File: config.mk
export PLATFORM = sky130hd
export DESIGN_NAME = fst_sequencer
export DESIGN_NICKNAME = d
export VERILOG_FILES = /design/src/rtl/fst_pkg.sv /design/src/rtl/fst_datapath.sv /design/src/rtl/fst_control.sv /design/src/rtl/fst_sequencer.sv
export SDC_FILE = /design/constraint.sdc
export NUM_CORES = 1
export LEC_CHECK = 0
export ABC_AREA = 0
export BUFFER_PORTS_ARGS = -buffer_cell sky130_fd_sc_hd__buf_4
export CAP_MARGIN = 20
export CORE_ASPECT_RATIO = 1.4
export CORE_MARGIN = 1.5
export CORE_UTILIZATION = 58
export DETAILED_ROUTE_END_ITERATION = 7
export GPL_ROUTABILITY_DRIVEN = 1
export MAX_ROUTING_LAYER = met4
export PLACE_DENSITY = 0.83
export SYNTH_ARGS = -nofsm -noshare
export SYNTH_HDL_FRONTEND = slang
export SYNTH_SLANG_ARGS = --single-unit
File: constraint.sdc
create_clock -name clk -period 8.5 [get_ports clk]
set_input_delay 0.85 -clock clk [delete_from_list [all_inputs] [get_ports clk]]
set_output_delay 0.85 -clock clk [all_outputs]
set_load 0.02 [all_outputs]
File: src/rtl/fst_pkg.sv
package fst_pkg;

  typedef enum logic [2:0] {
    S_IDLE, S_SCAN_IN, S_FETCH_LCW, S_EXEC_LCW, S_CLOCK_ADV, S_SCAN_OUT, S_DONE
  } fstState_e;

  typedef enum logic [1:0] {
    A_NEXT, A_RESP, A_MASK, A_DUMP
  } addrSel_e;

  // Strobes from control to datapath, valid for one cycle each
  typedef struct packed {
    logic     iarInit;
    logic     iarAdv;
    logic     regWe;
    logic     tmpLoad;
    logic     lcwLoad;
    logic     stepExec;
    logic     forceEntry;
    logic     wrDump;
    addrSel_e addrSel;
  } fstStrobe_t;

endpackage

File: src/rtl/fst_datapath.sv
module fst_datapath
  import fst_pkg::*;
#(
  parameter int DW = 32,
  parameter int AW = 16,
  parameter int NREG = 11,
  parameter int ROAR_W = 12,
  parameter logic [AW-1:0] RESP_ADDR = 16'h0080,
  parameter logic [AW-1:0] MASK_ADDR = 16'h0084,
  parameter logic [AW-1:0] DUMP_BASE = 16'h0100,
  parameter logic [ROAR_W-1:0] ENTRY_ADDR = 12'h2C0
) (
  input  logic                      clk,
  input  logic                      rstN,
  input  fstStrobe_t                stb,
  input  logic [$clog2(NREG)-1:0]   regIdx,
  input  logic [$clog2(NREG+3)-1:0] dumpIdx,
  input  logic [AW-1:0]             testBase,
  input  logic [DW-1:0]             memRData,
  output logic [AW-1:0]             memAddr,
  output logic [DW-1:0]             memWData,
  output logic                      seqEnd,
  output logic [ROAR_W-1:0]         uAddr,
  input  logic [ROAR_W-1:0]         uNext,
  input  logic                      uXfer
);
  localparam int IDX_W = $clog2(NREG);
  localparam int OUT_W = $clog2(NREG+3);
  localparam int SEQ_W = 3;
  localparam int STEP_W = SEQ_W + 1;
  localparam logic [SEQ_W-1:0] SEQ_END = '1;
  localparam logic [AW-1:0] STRIDE = AW'(DW/8);
  localparam logic [OUT_W-1:0] IDX_STATUS = OUT_W'(NREG);
  localparam logic [OUT_W-1:0] IDX_ROAR = OUT_W'(NREG+1);

  logic [DW-1:0]     regFile [NREG];
  logic [AW-1:0]     iar;
  logic [DW-1:0]     tmp;
  logic [SEQ_W-1:0]  seq;
  logic [ROAR_W-1:0] roar;
  logic [STEP_W-1:0] stepCnt;
  logic              supEn, progScan, supv, ioMode;
  logic [DW-1:0]     statusWord, dumpWord;

  always_ff @(posedge clk or negedge rstN) begin
    if (!rstN) begin
      for (int i = 0; i < NREG; i++) regFile[i] <= '0;
    end else if (stb.regWe) begin
      regFile[regIdx] <= memRData;
    end else if (stb.stepExec && uXfer) begin
      regFile[1] <= regFile[0];
    end
  end

  always_ff @(posedge clk or negedge rstN) begin
    if (!rstN) begin
      iar <= '0;
      tmp <= '0;
    end else begin
      if (stb.iarInit) iar <= testBase;
      else if (stb.iarAdv) iar <= iar + STRIDE;
      if (stb.tmpLoad) tmp <= memRData;
    end
  end

  // Control word: bit 0 is the MSB of the word
  always_ff @(posedge clk or negedge rstN) begin
    if (!rstN) begin
      seq <= '0; roar <= '0; stepCnt <= '0;
      supEn <= 1'b0; progScan <= 1'b0; supv <= 1'b0; ioMode <= 1'b0;
    end else if (stb.lcwLoad) begin
      seq      <= tmp[DW-1 -: SEQ_W];
      roar     <= tmp[DW-20 -: ROAR_W];
      ioMode   <= tmp[DW-8];
      supv     <= 1'b1;
      supEn    <= 1'b0;
      progScan <= 1'b0;
      stepCnt  <= '0;
    end else if (stb.stepExec) begin
      roar    <= uNext;
      seq     <= seq + 1'b1;
      stepCnt <= stepCnt + 1'b1;
    end else if (stb.forceEntry) begin
      roar <= ENTRY_ADDR;
    end
  end

  assign seqEnd = (seq == SEQ_END);
  assign uAddr  = roar;

  always_comb begin
    statusWord = '0;
    statusWord[SEQ_W-1:0] = seq;
    statusWord[4] = supEn;
    statusWord[5] = progScan;
    statusWord[6] = supv;
    statusWord[7] = ioMode;
  end

  always_comb begin
    if (dumpIdx < IDX_STATUS)      dumpWord = regFile[IDX_W'(dumpIdx)];
    else if (dumpIdx == IDX_STATUS) dumpWord = statusWord;
    else if (dumpIdx == IDX_ROAR)   dumpWord = DW'(roar);
    else                            dumpWord = DW'(stepCnt);
  end

  always_comb begin
    unique case (stb.addrSel)
      A_NEXT:  memAddr = iar + STRIDE;
      A_RESP:  memAddr = RESP_ADDR;
      A_MASK:  memAddr = MASK_ADDR;
      default: memAddr = DUMP_BASE + AW'(dumpIdx) * STRIDE;
    endcase
  end

  assign memWData = stb.wrDump ? dumpWord : tmp;

  p_step_seq_r4: assert property (@(posedge clk) disable iff (!rstN)
    stb.stepExec |=> seq == $past(seq) + 1'b1);
  p_step_not_at_end_r4: assert property (@(posedge clk) disable iff (!rstN)
    stb.stepExec |-> !seqEnd);
  p_force_entry_r6: assert property (@(posedge clk) disable iff (!rstN)
    stb.forceEntry |=> (roar == ENTRY_ADDR) && seqEnd);
  p_lcw_flags_r3: assert property (@(posedge clk) disable iff (!rstN)
    stb.lcwLoad |=> supv && !supEn && !progScan);
  p_xfer_copy_r5: assert property (@(posedge clk) disable iff (!rstN)
    (stb.stepExec && uXfer) |=> regFile[1] == $past(regFile[0]));

endmodule

File: src/rtl/fst_control.sv
module fst_control
  import fst_pkg::*;
#(
  parameter int NREG = 11,
  parameter int TIMEOUT = 8
) (
  input  logic                      clk,
  input  logic                      rstN,
  input  logic                      start,
  input  logic                      memAck,
  input  logic                      seqEnd,
  output fstStrobe_t                stb,
  output logic [$clog2(NREG)-1:0]   regIdx,
  output logic [$clog2(NREG+3)-1:0] dumpIdx,
  output logic                      memReq,
  output logic                      memWe,
  output logic                      done,
  output logic                      err
);
  localparam int IDX_W = $clog2(NREG);
  localparam int OUT_W = $clog2(NREG+3);
  localparam int WAIT_W = $clog2(TIMEOUT+1);
  localparam logic [IDX_W-1:0] IN_LAST = IDX_W'(NREG-1);
  localparam logic [OUT_W-1:0] OUT_LAST = OUT_W'(NREG+2);
  localparam logic [WAIT_W-1:0] TO_LAST = WAIT_W'(TIMEOUT-1);
  localparam logic [WAIT_W-1:0] TO_LIM = WAIT_W'(TIMEOUT);
  localparam logic [2:0] HDR_DUMP = 3'd4;

  fstState_e          state;
  logic [IDX_W-1:0]   inCnt;
  logic [OUT_W-1:0]   outCnt;
  logic [2:0]         hdr;
  logic [WAIT_W-1:0]  waitCnt;
  logic               accOk, accExpire;

  assign accOk     = memReq && memAck;
  assign accExpire = memReq && !memAck && (waitCnt == TO_LAST);
  assign regIdx    = inCnt;
  assign dumpIdx   = outCnt;

  always_comb begin
    stb = '0;
    stb.addrSel = A_NEXT;
    memReq = 1'b0;
    memWe  = 1'b0;
    done   = 1'b0;
    unique case (state)
      S_IDLE:      stb.iarInit = start;
      S_SCAN_IN: begin
        memReq = 1'b1;
        stb.iarAdv = memAck;
        stb.regWe  = memAck;
      end
      S_FETCH_LCW: begin
        memReq = 1'b1;
        stb.iarAdv  = memAck;
        stb.tmpLoad = memAck;
      end
      S_EXEC_LCW:  stb.lcwLoad = 1'b1;
      S_CLOCK_ADV: begin
        stb.forceEntry = seqEnd;
        stb.stepExec   = !seqEnd;
      end
      S_SCAN_OUT: begin
        memReq = 1'b1;
        unique case (hdr)
          3'd0, 3'd2: begin
            stb.iarAdv  = memAck;
            stb.tmpLoad = memAck;
          end
          3'd1: begin memWe = 1'b1; stb.addrSel = A_RESP; end
          3'd3: begin memWe = 1'b1; stb.addrSel = A_MASK; end
          default: begin
            memWe = 1'b1;
            stb.addrSel = A_DUMP;
            stb.wrDump = 1'b1;
          end
        endcase
      end
      default:     done = 1'b1;
    endcase
  end

  always_ff @(posedge clk or negedge rstN) begin
    if (!rstN) begin
      state <= S_IDLE; inCnt <= '0; outCnt <= '0; hdr <= '0;
      waitCnt <= '0; err <= 1'b0;
    end else begin
      if (memReq) waitCnt <= memAck ? '0 : waitCnt + 1'b1;
      if (accExpire) begin
        state   <= S_DONE;
        err     <= 1'b1;
        waitCnt <= '0;
      end else begin
        unique case (state)
          S_IDLE: if (start) begin
            state <= S_SCAN_IN; err <= 1'b0; inCnt <= '0; waitCnt <= '0;
          end
          S_SCAN_IN: if (accOk) begin
            if (inCnt == IN_LAST) state <= S_FETCH_LCW;
            else inCnt <= inCnt + 1'b1;
          end
          S_FETCH_LCW: if (accOk) state <= S_EXEC_LCW;
          S_EXEC_LCW: begin
            state <= S_CLOCK_ADV; hdr <= '0; outCnt <= '0;
          end
          S_CLOCK_ADV: if (seqEnd) state <= S_SCAN_OUT;
          S_SCAN_OUT: if (accOk) begin
            if (hdr != HDR_DUMP) hdr <= hdr + 1'b1;
            else if (outCnt == OUT_LAST) state <= S_DONE;
            else outCnt <= outCnt + 1'b1;
          end
          default: state <= S_IDLE;
        endcase
      end
    end
  end

  p_done_pulse_r9: assert property (@(posedge clk) disable iff (!rstN)
    done |=> !done);
  p_busy_no_idle_r9: assert property (@(posedge clk) disable iff (!rstN)
    (state != S_IDLE && state != S_DONE) |=> state != S_IDLE);
  p_wait_bound_r10: assert property (@(posedge clk) disable iff (!rstN)
    memReq |-> waitCnt < TO_LIM);
  p_expire_err_r10: assert property (@(posedge clk) disable iff (!rstN)
    accExpire |=> err && done && !memReq);
  p_idle_quiet_r1: assert property (@(posedge clk) disable iff (!rstN)
    (state == S_IDLE) |-> !memReq && !stb.stepExec);

endmodule

File: src/rtl/fst_sequencer.sv
module fst_sequencer
  import fst_pkg::*;
#(
  parameter int DW = 32,
  parameter int AW = 16,
  parameter int NREG = 11,
  parameter int ROAR_W = 12,
  parameter int TIMEOUT = 8,
  parameter logic [AW-1:0] DUMP_BASE = 16'h0100
) (
  input  logic              clk,
  input  logic              rstN,
  input  logic              start,
  input  logic [AW-1:0]     testBase,
  output logic              memReq,
  output logic              memWe,
  output logic [AW-1:0]     memAddr,
  output logic [DW-1:0]     memWData,
  input  logic [DW-1:0]     memRData,
  input  logic              memAck,
  output logic              uStep,
  output logic [ROAR_W-1:0] uAddr,
  input  logic [ROAR_W-1:0] uNext,
  input  logic              uXfer,
  output logic              done,
  output logic              err
);
  fstStrobe_t                stb;
  logic [$clog2(NREG)-1:0]   regIdx;
  logic [$clog2(NREG+3)-1:0] dumpIdx;
  logic                      seqEnd;

  fst_control #(.NREG(NREG), .TIMEOUT(TIMEOUT)) u_ctl (
    .clk(clk), .rstN(rstN), .start(start), .memAck(memAck), .seqEnd(seqEnd),
    .stb(stb), .regIdx(regIdx), .dumpIdx(dumpIdx),
    .memReq(memReq), .memWe(memWe), .done(done), .err(err)
  );

  fst_datapath #(.DW(DW), .AW(AW), .NREG(NREG), .ROAR_W(ROAR_W),
                 .DUMP_BASE(DUMP_BASE)) u_dp (
    .clk(clk), .rstN(rstN), .stb(stb), .regIdx(regIdx), .dumpIdx(dumpIdx),
    .testBase(testBase), .memRData(memRData), .memAddr(memAddr),
    .memWData(memWData), .seqEnd(seqEnd), .uAddr(uAddr), .uNext(uNext),
    .uXfer(uXfer)
  );

  assign uStep = stb.stepExec;

endmodule

After elaboration in Yosys (flattened, before gate mapping)
Cells that the tools add are included.
{"block": "totals", "ff_bits": 440, "out_inout_bits": 65, "word_cells": 164}
{"block": "op_classes", "add_sub_neg": 8, "magnitude_cmp": 4, "eq_ne": 32, "muxes": 65, "bitwise": 3, "n_reduce_logical": 28}
{"operator": "$bwmux 352", "n": 1}
{"operator": "$mux 32", "n": 8}
{"operator": "$bmux 32 s4", "n": 1}
{"operator": "$demux 32 s4", "n": 1}
{"operator": "$mux 4", "n": 13}
{"operator": "$mux 12", "n": 4}
{"operator": "$pmux 16 s3", "n": 1}
{"operator": "$mux 3", "n": 14}
{"operator": "$mux 16", "n": 2}
{"operator": "$ne 3x1->1 const B", "n": 6}
{"operator": "$pmux 3 s6", "n": 1}
{"operator": "$add 16x3->16 const B", "n": 1}
{"operator": "$add 4x1->4 const B", "n": 4}
{"operator": "$eq 4x4->1 const B", "n": 4}
{"operator": "$pmux 4 s2", "n": 2}
{"operator": "$reduce_bool 2->1", "n": 7}
{"operator": "$eq 3x2->1 const B", "n": 4}
{"operator": "$mux 1", "n": 12}
{"operator": "$add 9x6->10 const A", "n": 1}
{"operator": "$ge 5x5->1 const B", "n": 2}
{"operator": "$not 4->5", "n": 2}
{"operator": "$reduce_and 5->1", "n": 2}
{"operator": "$eq 3x3->1 const B", "n": 3}
{"operator": "$ne 2x2->1 const B", "n": 4}
{"operator": "other kinds (27)", "n": 40}

Logic depth before layout (Yosys ltp)
Gate-level depths: netlist of run 1.
{"block": "depth", "word_depth": 7, "ltp_mapped": 11}

Cells and area by module
A second synthesis of run 1 with hierarchy kept.
{"block": "hier_totals", "hier_cells": 1768, "hier_area_um2": 21779.6}
{"mod": "fst_datapath", "n_inst": 1, "cells_per_inst": 1633, "area_each_um2": 20477.1}
{"mod": "fst_control", "n_inst": 1, "cells_per_inst": 135, "area_each_um2": 1302.5}

Worst setup path before layout of run 1
No wires, ideal clock.
{"block": "synth_timing", "kind": "reg2out", "startpoint": "register u_ctl.outCnt[0], in the netlist u_ctl.dumpIdx[0]", "endpoint": "output memWData[0]", "t_arrival_ps": 2558, "required_time_ps": 7650, "path_slack_ps": 5092, "path_stages_with_launch": 12, "path_cell_list": "dfrtp_1 -> buf_2 -> buf_2 -> buf_2 -> clkbuf_1 -> inv_1 -> ha_1 -> clkbuf_1 -> mux2_2 -> mux2_2 -> o22ai_1 -> a2bb2oi_1"}
{"block": "synth_via", "elab_chain_cells": 6}
{"item": "from (decl)", "line": "fst_control.sv:31", "text": "logic [OUT_W-1:0] outCnt;"}
{"item": "from (signal assigned)", "line": "fst_control.sv:111", "text": "else outCnt <= outCnt + 1'b1;"}
{"item": "$not 4->5 (not written as such)", "line": "fst_datapath.sv:101", "text": "if (dumpIdx < IDX_STATUS) dumpWord = regFile[IDX_W'(dumpIdx)];"}
{"item": "$bmux 32 s4", "line": "fst_datapath.sv:101"}
{"item": "$mux 32 (not written as such) (2 in series)", "line": "fst_datapath.sv:101"}
{"item": "$mux 32 *", "line": "fst_datapath.sv:101"}
{"item": "$mux 32 *", "line": "fst_datapath.sv:116", "text": "assign memWData = stb.wrDump ? dumpWord : tmp;"}
{"item": "to (decl)", "line": "fst_sequencer.sv:18", "text": "output logic [DW-1:0] memWData,"}
Mark *: on every way between the ends. The rest lies on a longest branch, timed or not. The select of a mux whose other input is x is not followed.

Final worst setup path of run 1
{"block": "layout_timing", "startpoint": "register u_ctl.outCnt[0], in the netlist u_ctl.dumpIdx[0]", "endpoint": "output memWData[20]"}
The elaborated chain is that of the path after synthesis.

==> out/results.tsv, run 1 <==
stage	metric	value	unit
run_status	status	finished, final reports clean	
pwr	vdd_ir_drop_max	0.231	mV
synth	yosys-top-cells-area	dfrtp_1 52%, mux2_2 20%, mux4_2 6.4%	
synth	avgSynthCellArea	13.1	sq um
global_routing	grt_max_degree	172	
clock_network	ctsHoldBuffers	0	
global_routing	grt_pass1_wl	81100	um
routing	drtIter0Drc	1097	
synth	yosysTopAreaCell	dfrtp_1	
sta	tightestPinTransition	1.05	ns
clock_network	cts_setup_buffers	0	
critical_path	worstPathArrival	4.03	ns
finish	instances_no_fill	2177	
critical_path	crit_fanout	59	
routing	detail-route-antenna-nets	0	
finish	final_cell_mix	438 x dfrtp_1, 372 x mux2_2, 151 x buf_4, 103 x nand2_1, 61 x mux4_2	
critical_path	cp-start-kind	flop	
synth	ys_ff_latch	440	
synth	yosysWarnings	0	
sta	slew_violations	0	
sta	rsz0062_at_grt	no	
floorplanning	coreArea	0.0365	sq mm
finish	mostFrequentLayoutCell	dfrtp_1	
floorplanning	initial_core_util	58.6	%
critical_path	end_kind	primary output	
finish	fin_util	65.6	%
clock_network	root_buffer	clkbuf_16	
routing	wirelength	51100	um
synth	async_reset_ff_share	100	%
pwr	p_leak	11.6	nW
floorplanning	die_area	0.0380	sq mm
sta	period_needed	4.88	ns
routing	dr.pass1.iters	5	
synth	synth_top_area_share	51.6	%
clock_network	cts_sinks	440	
place	place.gp.congestion	0.842	
clock_network	clk_latency	0.55	ns
routing	vias_per_cell	6.49	
sta	finClkSkew	0.0124	ns
pwr	power.density	332	mW/mm^2
sta	finalSetupViolCount	0	
synth	synth_cell_types	64	
sta	hold_slack	0.378	ns
flow_run	drv_cap	0	
sta	fin_crit_sh	57.5	%
min_path	hp-class	primary input to asynchronous set/reset pin	
routing	post_drt_wl_per_cell	23.5	um
routing	remaining_drc_errors	0	
critical_path	crit_required	7.65	ns
clock_network	cts_resized	0	
place	dp_hpwl	30300	um
global_routing	grt.total_usage	28.3	%
place	placed_cells	2103	
clock_network	htree_levels	2	
synth	syn_area	0.0213	sq mm
synth	ys_seq_area_share	51.6	%
synth	synth_nets	1715	
global_routing	antenna_found_initial	0	
clock_network	clockBufferDepth	3	
place	portBuffers	129	
global_routing	overflow	0	
clock_network	path_clk_slew	0.07	ns
finish	drive_gt1_share	39.1	%
routing	via_count	14118	
global_routing	grt_pass1_vias	14694	
clock_network	cts_tree	yes	
sta	fmax	0.205	GHz
floorplanning	die_width	165	um
floorplanning	ios	130	
critical_path	critPathKind	flop to primary output	
sta	max_slew_margin	30.3	%
pwr	finalPower	7.93	mW
floorplanning	die_h	230	um
floorplanning	rows	83	
finish	area_growth	12.0	%
sta	tns	0	ns
synth	yosys_most_used_dff	dfrtp_1	
synth	synthCells	1632	
finish	diodes	0	
clock_network	numCtsBuffers	42	
sta	hold_viol_final	0	
finish	fin_nets	1764	
synth	synth-edff-count	0	
==> per-stage QoR <==
stage	cell area, sq um	setup WS [ns]
final	23900	3.62
after floorplan	21300	5.09
after detailed placement	22600	4.20
after global placement	22500	4.21
after global routing	23900	3.34
after CTS	23900	3.58
==> layout make-up <==
type	instances	area, sq um
clock buffers	67	1270
clock inverters	6	58.8
fillers	2522	12500
inverters	19	71.3
multi-input cells	1022	9680
flip-flops and latches	440	11000
well taps	467	584
repair buffers	156	1220
==> report_power, final <==
group,internal (mW),switching (mW)
registers,2.76,0.606
clock network,1.05,0.784
logic,1.42,1.32
==> sequential cells by signal, summed over array words and instances (netlist names), 4 cells and up <==
register       count
u_ctl.dumpIdx      4
u_ctl.waitCnt      4
u_dp.regFile     352
u_ctl.regIdx       4
u_dp.iar          16
u_dp.stepCnt       4
u_dp.tmp          32
u_dp.uAddr        12
==> critical path, stage by stage, from the launching register on <==
cell and delay, ns:
dfrtp_4 1.06, buf_4 0.82, nor2b_2 0.36, buf_4 0.43, o2bb2ai_1 0.17, a22oi_1 0.11
o21ai_0 0.26, buf_4 0.20
==> cells by family after synthesis <==
group,count (synthesis),share of synthesized area [%]
adders and majority gates,18,1.05
DFF,440,51.6
xor gates and xnor gates,15,0.615
buffers and inverters,170,3.29
AOI/OAI and AO/OA,257,8.77
and+or+nand+nor,239,5.79
muxes,493,28.9
==> path summary, 6_finish.rpt <==
| check | startpoint | to | slack (ns) | depth (start not counted) |
|---|---|---|---|---|
| max reg2reg | u_dp.seq[0] | u_dp.regFile[302] | 5.25 | 9 |
| max in group asynchronous | rstN | u_dp.iar[12] | 6.69 | 2 |
| min reg2reg | u_dp.regFile[311] | u_dp.regFile[311] | 0.48 | 1 |
| min in group clk | u_dp.regFile[311] | u_dp.regFile[311] | 0.48 | 1 |
| max | u_ctl.dumpIdx[0] | memWData[20] | 3.62 | 7 |
| min | rstN | u_dp.uAddr[8] | 0.38 | 1 |
==> cell usage after synthesis (all sizes together), types with 4 or more instances <==
cell and n:
o2bb2ai 30, mux4 61, or4 6, nand3 22, nand2 104, nor3b 6, xnor2 4, xor2 11
or3 10, a21o 34, buf 62, o22ai 4, nor3 12, dfrtp 440, o211ai 10, a22oi 36
clkbuf 89, a22o 32, inv 19, nand2b 5, nor2 29, or4b 4, mux2 378, mux2i 54
o21ai 49, a21oi 15, nand4 5, a2bb2oi 10, and2 6, a31oi 12, ha 18, nand3b 6
o221ai 6, nor2b 6
==> metal layers <==
metal	track usage [%]	wire length [um]	vias to the layer above
met5	-	0	-
met4	11.7	1750	0
met3	4.17	2760	116
met2	46.2	26100	457
met1	35.3	20500	7437
li1	-	-	6108
No activity file was read; power rests on OpenSTA's default activity.
==> run 2: changes to the inputs <==
ABC_AREA = 1   (was 0)
clock period = 4.8 ns   (was 8.5 ns; I/O delays follow)
==> run 2 against run 1 <==
Effect of this change: cell area fell by 0.95%; non-clock buffer count rose by 5; total power rose by 79%; final cell count rose by 44%; utilization rose by 0.36 points; clock skew rose by 0.0041 ns; via count rose by 39%; global-route usage rose by 6.9 points; sequential power rose by 60%; critical path type unchanged.
==> out/results.tsv, run 2 <==
stage	metric	value	unit	change
sta	period_needed	4.12	ns	
synth	synth-edff-count	0		unchanged
synth	yosys_most_used_dff	dfrtp_1		
floorplanning	coreArea	0.0359	sq mm	-1.5%
floorplanning	ios	130		unchanged
clock_network	cts_sinks	440		unchanged
finish	final_cell_mix	713 x nand2_1, 438 x dfrtp_1, 302 x o21ai_0, 201 x nor2_1, 192 x o21ai_1		
global_routing	grt_max_degree	133		-23%
pwr	p_leak	11.1	nW	-4.8%
finish	area_growth	11.6	%	
finish	drive_gt1_share	10.2	%	-29 points
clock_network	clockBufferDepth	3		unchanged
synth	avgSynthCellArea	8.05	sq um	-38%
routing	via_count	19677		+39%
synth	yosys-top-cells-area	dfrtp_1 52%, nand2_1 13%, o21ai_0 7.1%		
sta	max_slew_margin	33.5	%	+3.2 points
clock_network	root_buffer	clkbuf_16		
synth	ys_seq_area_share	51.9	%	+0.31 points
global_routing	grt_pass1_wl	101000	um	+25%
pwr	finalPower	14.2	mW	+79%
min_path	hp-class	primary input to flop		
flow_run	drv_cap	0		unchanged
clock_network	clk_latency	0.57	ns	+0.02 ns
routing	drtIter0Drc	2398		+120%
synth	synthCells	2635		+61%
sta	slew_violations	0		unchanged
synth	ys_ff_latch	440		unchanged
critical_path	end_kind	primary output		
critical_path	cp-start-kind	flop		
routing	remaining_drc_errors	0		unchanged
synth	synth_commonest_cells	714 x nand2_1, 440 x dfrtp_1, 302 x o21ai_0		
floorplanning	die_width	165	um	-0.29%
pwr	vdd_ir_drop_max	0.569	mV	+150%
finish	fin_nets	2720		+54%
critical_path	critPathKind	flop to primary output		
synth	synth_cell_types	38		-41%
critical_path	crit_fanout	85		+44%
global_routing	grt.total_usage	35.2	%	+6.9 points
place	placed_cells	3051		+45%
routing	dr.pass1.iters	6		+1
sta	hold_slack	0.136	ns	-0.242 ns
global_routing	overflow	0		unchanged
pwr	swShare	40.4	%	+6.3 points
sta	tightestPinTransition	0.997	ns	-0.0478 ns
sta	finalSetupViolCount	0		unchanged
synth	synth_nets	2718		+58%
global_routing	antenna_found_initial	1		+1
critical_path	r2r_slack	1.53	ns	-3.72 ns
routing	detail-route-antenna-nets	0		unchanged
synth	async_reset_ff_share	100	%	unchanged
floorplanning	die_h	229	um	-0.29%
finish	largest_register_ffs	352		unchanged
sta	finClkSkew	0.0165	ns	+0.00413 ns
clock_network	numCtsBuffers	44		+4.8%
finish	instances_no_fill	3136		+44%
pwr	p_int	8.47	mW	+62%
pwr	clock_power_share	24.9	%	+1.8 points
synth	yosysWarnings	0		unchanged
finish	mostFrequentLayoutCell	nand2_1		
synth	syn_area	0.0212	sq mm	-0.60%
routing	wirelength	63500	um	+24%
floorplanning	initial_core_util	59.1	%	+0.53 points
synth	synth_most_common_cell	nand2_1		
sta	rsz0062_at_grt	no		
floorplanning	die_area	0.0378	sq mm	-0.59%
pwr	power.density	600	mW/mm^2	+81%
run_status	status	finished, final reports clean		
pwr	seqPwrFrac	37.7	%	-4.7 points
routing	post_drt_wl_per_cell	20.3	um	-14%
pwr	power_frac_comb	37.4	%	+2.9 points
routing	vias_per_cell	6.27		-3.2%
synth	yosysTopAreaCell	dfrtp_1		
floorplanning	rows	82		-1.2%
critical_path	crit_required	4.32	ns	-3.33 ns
finish	top_regs	u_dp.regFile: 352 flops, u_dp.tmp: 32 flops, u_dp.iar: 16 flops		
global_routing	grt_pass1_vias	19355		+32%
clock_network	path_clk_slew	0.06	ns	about the same
place	portBuffers	129		unchanged
clock_network	htree_levels	2		unchanged
synth	synth_top_area_share	51.9	%	+0.31 points
sta	hold_viol_final	0		unchanged
sta	fmax	0.243	GHz	
sta	fin_crit_sh	85.8	%	
place	dp_hpwl	37200	um	+23%
sta	tns	0	ns	unchanged
place	place.gp.congestion	0.969		+15%
finish	regMostFlops	u_dp.regFile		
clock_network	cts_tree	yes		
critical_path	worstPathArrival	3.64	ns	-0.39 ns
pwr	p_sw	5.74	mW	+110%
-- run 2: changes by cell type after synthesis, moves of 54 or more --
cell     delta
nand3_1   +169
mux2_2    -372
nand2_1   +610
inv_1     +105
nand4_1    +66
o21ai_0   +253
nor2_1    +173
mux2i_1    -54
o21ai_1   +192
mux4_2     -61
-- run 2: path summary, 6_finish.rpt --
path	cells after the start	to	startpoint
hold / removal	3	u_dp.tmp[2]	memRData[2]
hold reg to reg	2	u_dp.supv	u_dp.supv
setup reg to reg	10	u_dp.regFile[300]	u_ctl.state[0]
max in group asynchronous	3	u_dp.uAddr[5]	rstN
min in group asynchronous	2	u_dp.iar[14]	rstN
setup / recovery	9	memWData[6]	u_ctl.dumpIdx[0]
-- run 2: worst max-delay path, cell delays in order (launching register included) --
cell,delay [ns]
dfrtp_4,0.77
inv_4,0.53
buf_4,0.78
o21ai_0,0.25
nand4_1,0.13
nand3_1,0.08
nand2_1,0.16
nand2_1,0.08
nand2_1,0.11
buf_4,0.14
-- run 2: metal layers --
metal	wire [um]	share of wire, %	GRT usage, %	vias up
met3	5670	8.9	6.59	281
met4	4240	6.7	22.7	0
met1	23700	37	42.1	9517
li1	-	-	-	8777
met2	30000	47	54.5	1102
met5	0	0	-	-
-- run 2: cells by family after synthesis --
group / Yosys count / synth area share [%]
buf+inv: 341 / 6.71
fa+ha+maj: 18 / 1.06
flops: 440 / 51.9
xor+xnor: 9 / 0.371
simple gates: 1207 / 24.3
compound gates: 620 / 15.6
-- run 2: metrics by stage --
stage	util, %	worst slack [ns]	instance area, sq um
finish	65.9	0.683	23700
global route	65.9	0.458	23700
CTS	65.9	0.762	23700
detailed placement	61.7	1.36	22200
global placement	61.7	1.42	22100
floorplan	-	2.16	21200
-- run 2: power by group through the flow --
stage          clock network [mW]  logic (mW)  registers (mW)
3_3_place_gp                    0        5.01            5.33
6_report                     3.54        5.31            5.36
3_5_place_dp                    0        5.20            5.38
4_1_cts                      3.54        5.24            5.32
5_1_grt                      3.70        5.87            5.45
2_1_floorplan                   0        3.66            5.10
-- run 2: layout make-up --
class	count	area [sq um]
clock inverter	17	168
sequential	440	11000
clock buffer	64	1310
timing repair buffer	161	1280
tap	462	578
multi-input combinational	1854	8810
antenna	2	5.00
fill	2922	12200
inverter	136	513
-- run 2: timing repair --
action / 4_1_cts / 5_1_grt
setup buffers: 0 / 0
endpoints found under the hold margin: 28 / 0
resized for setup: 0 / 0
hold buffers: 1 / 0
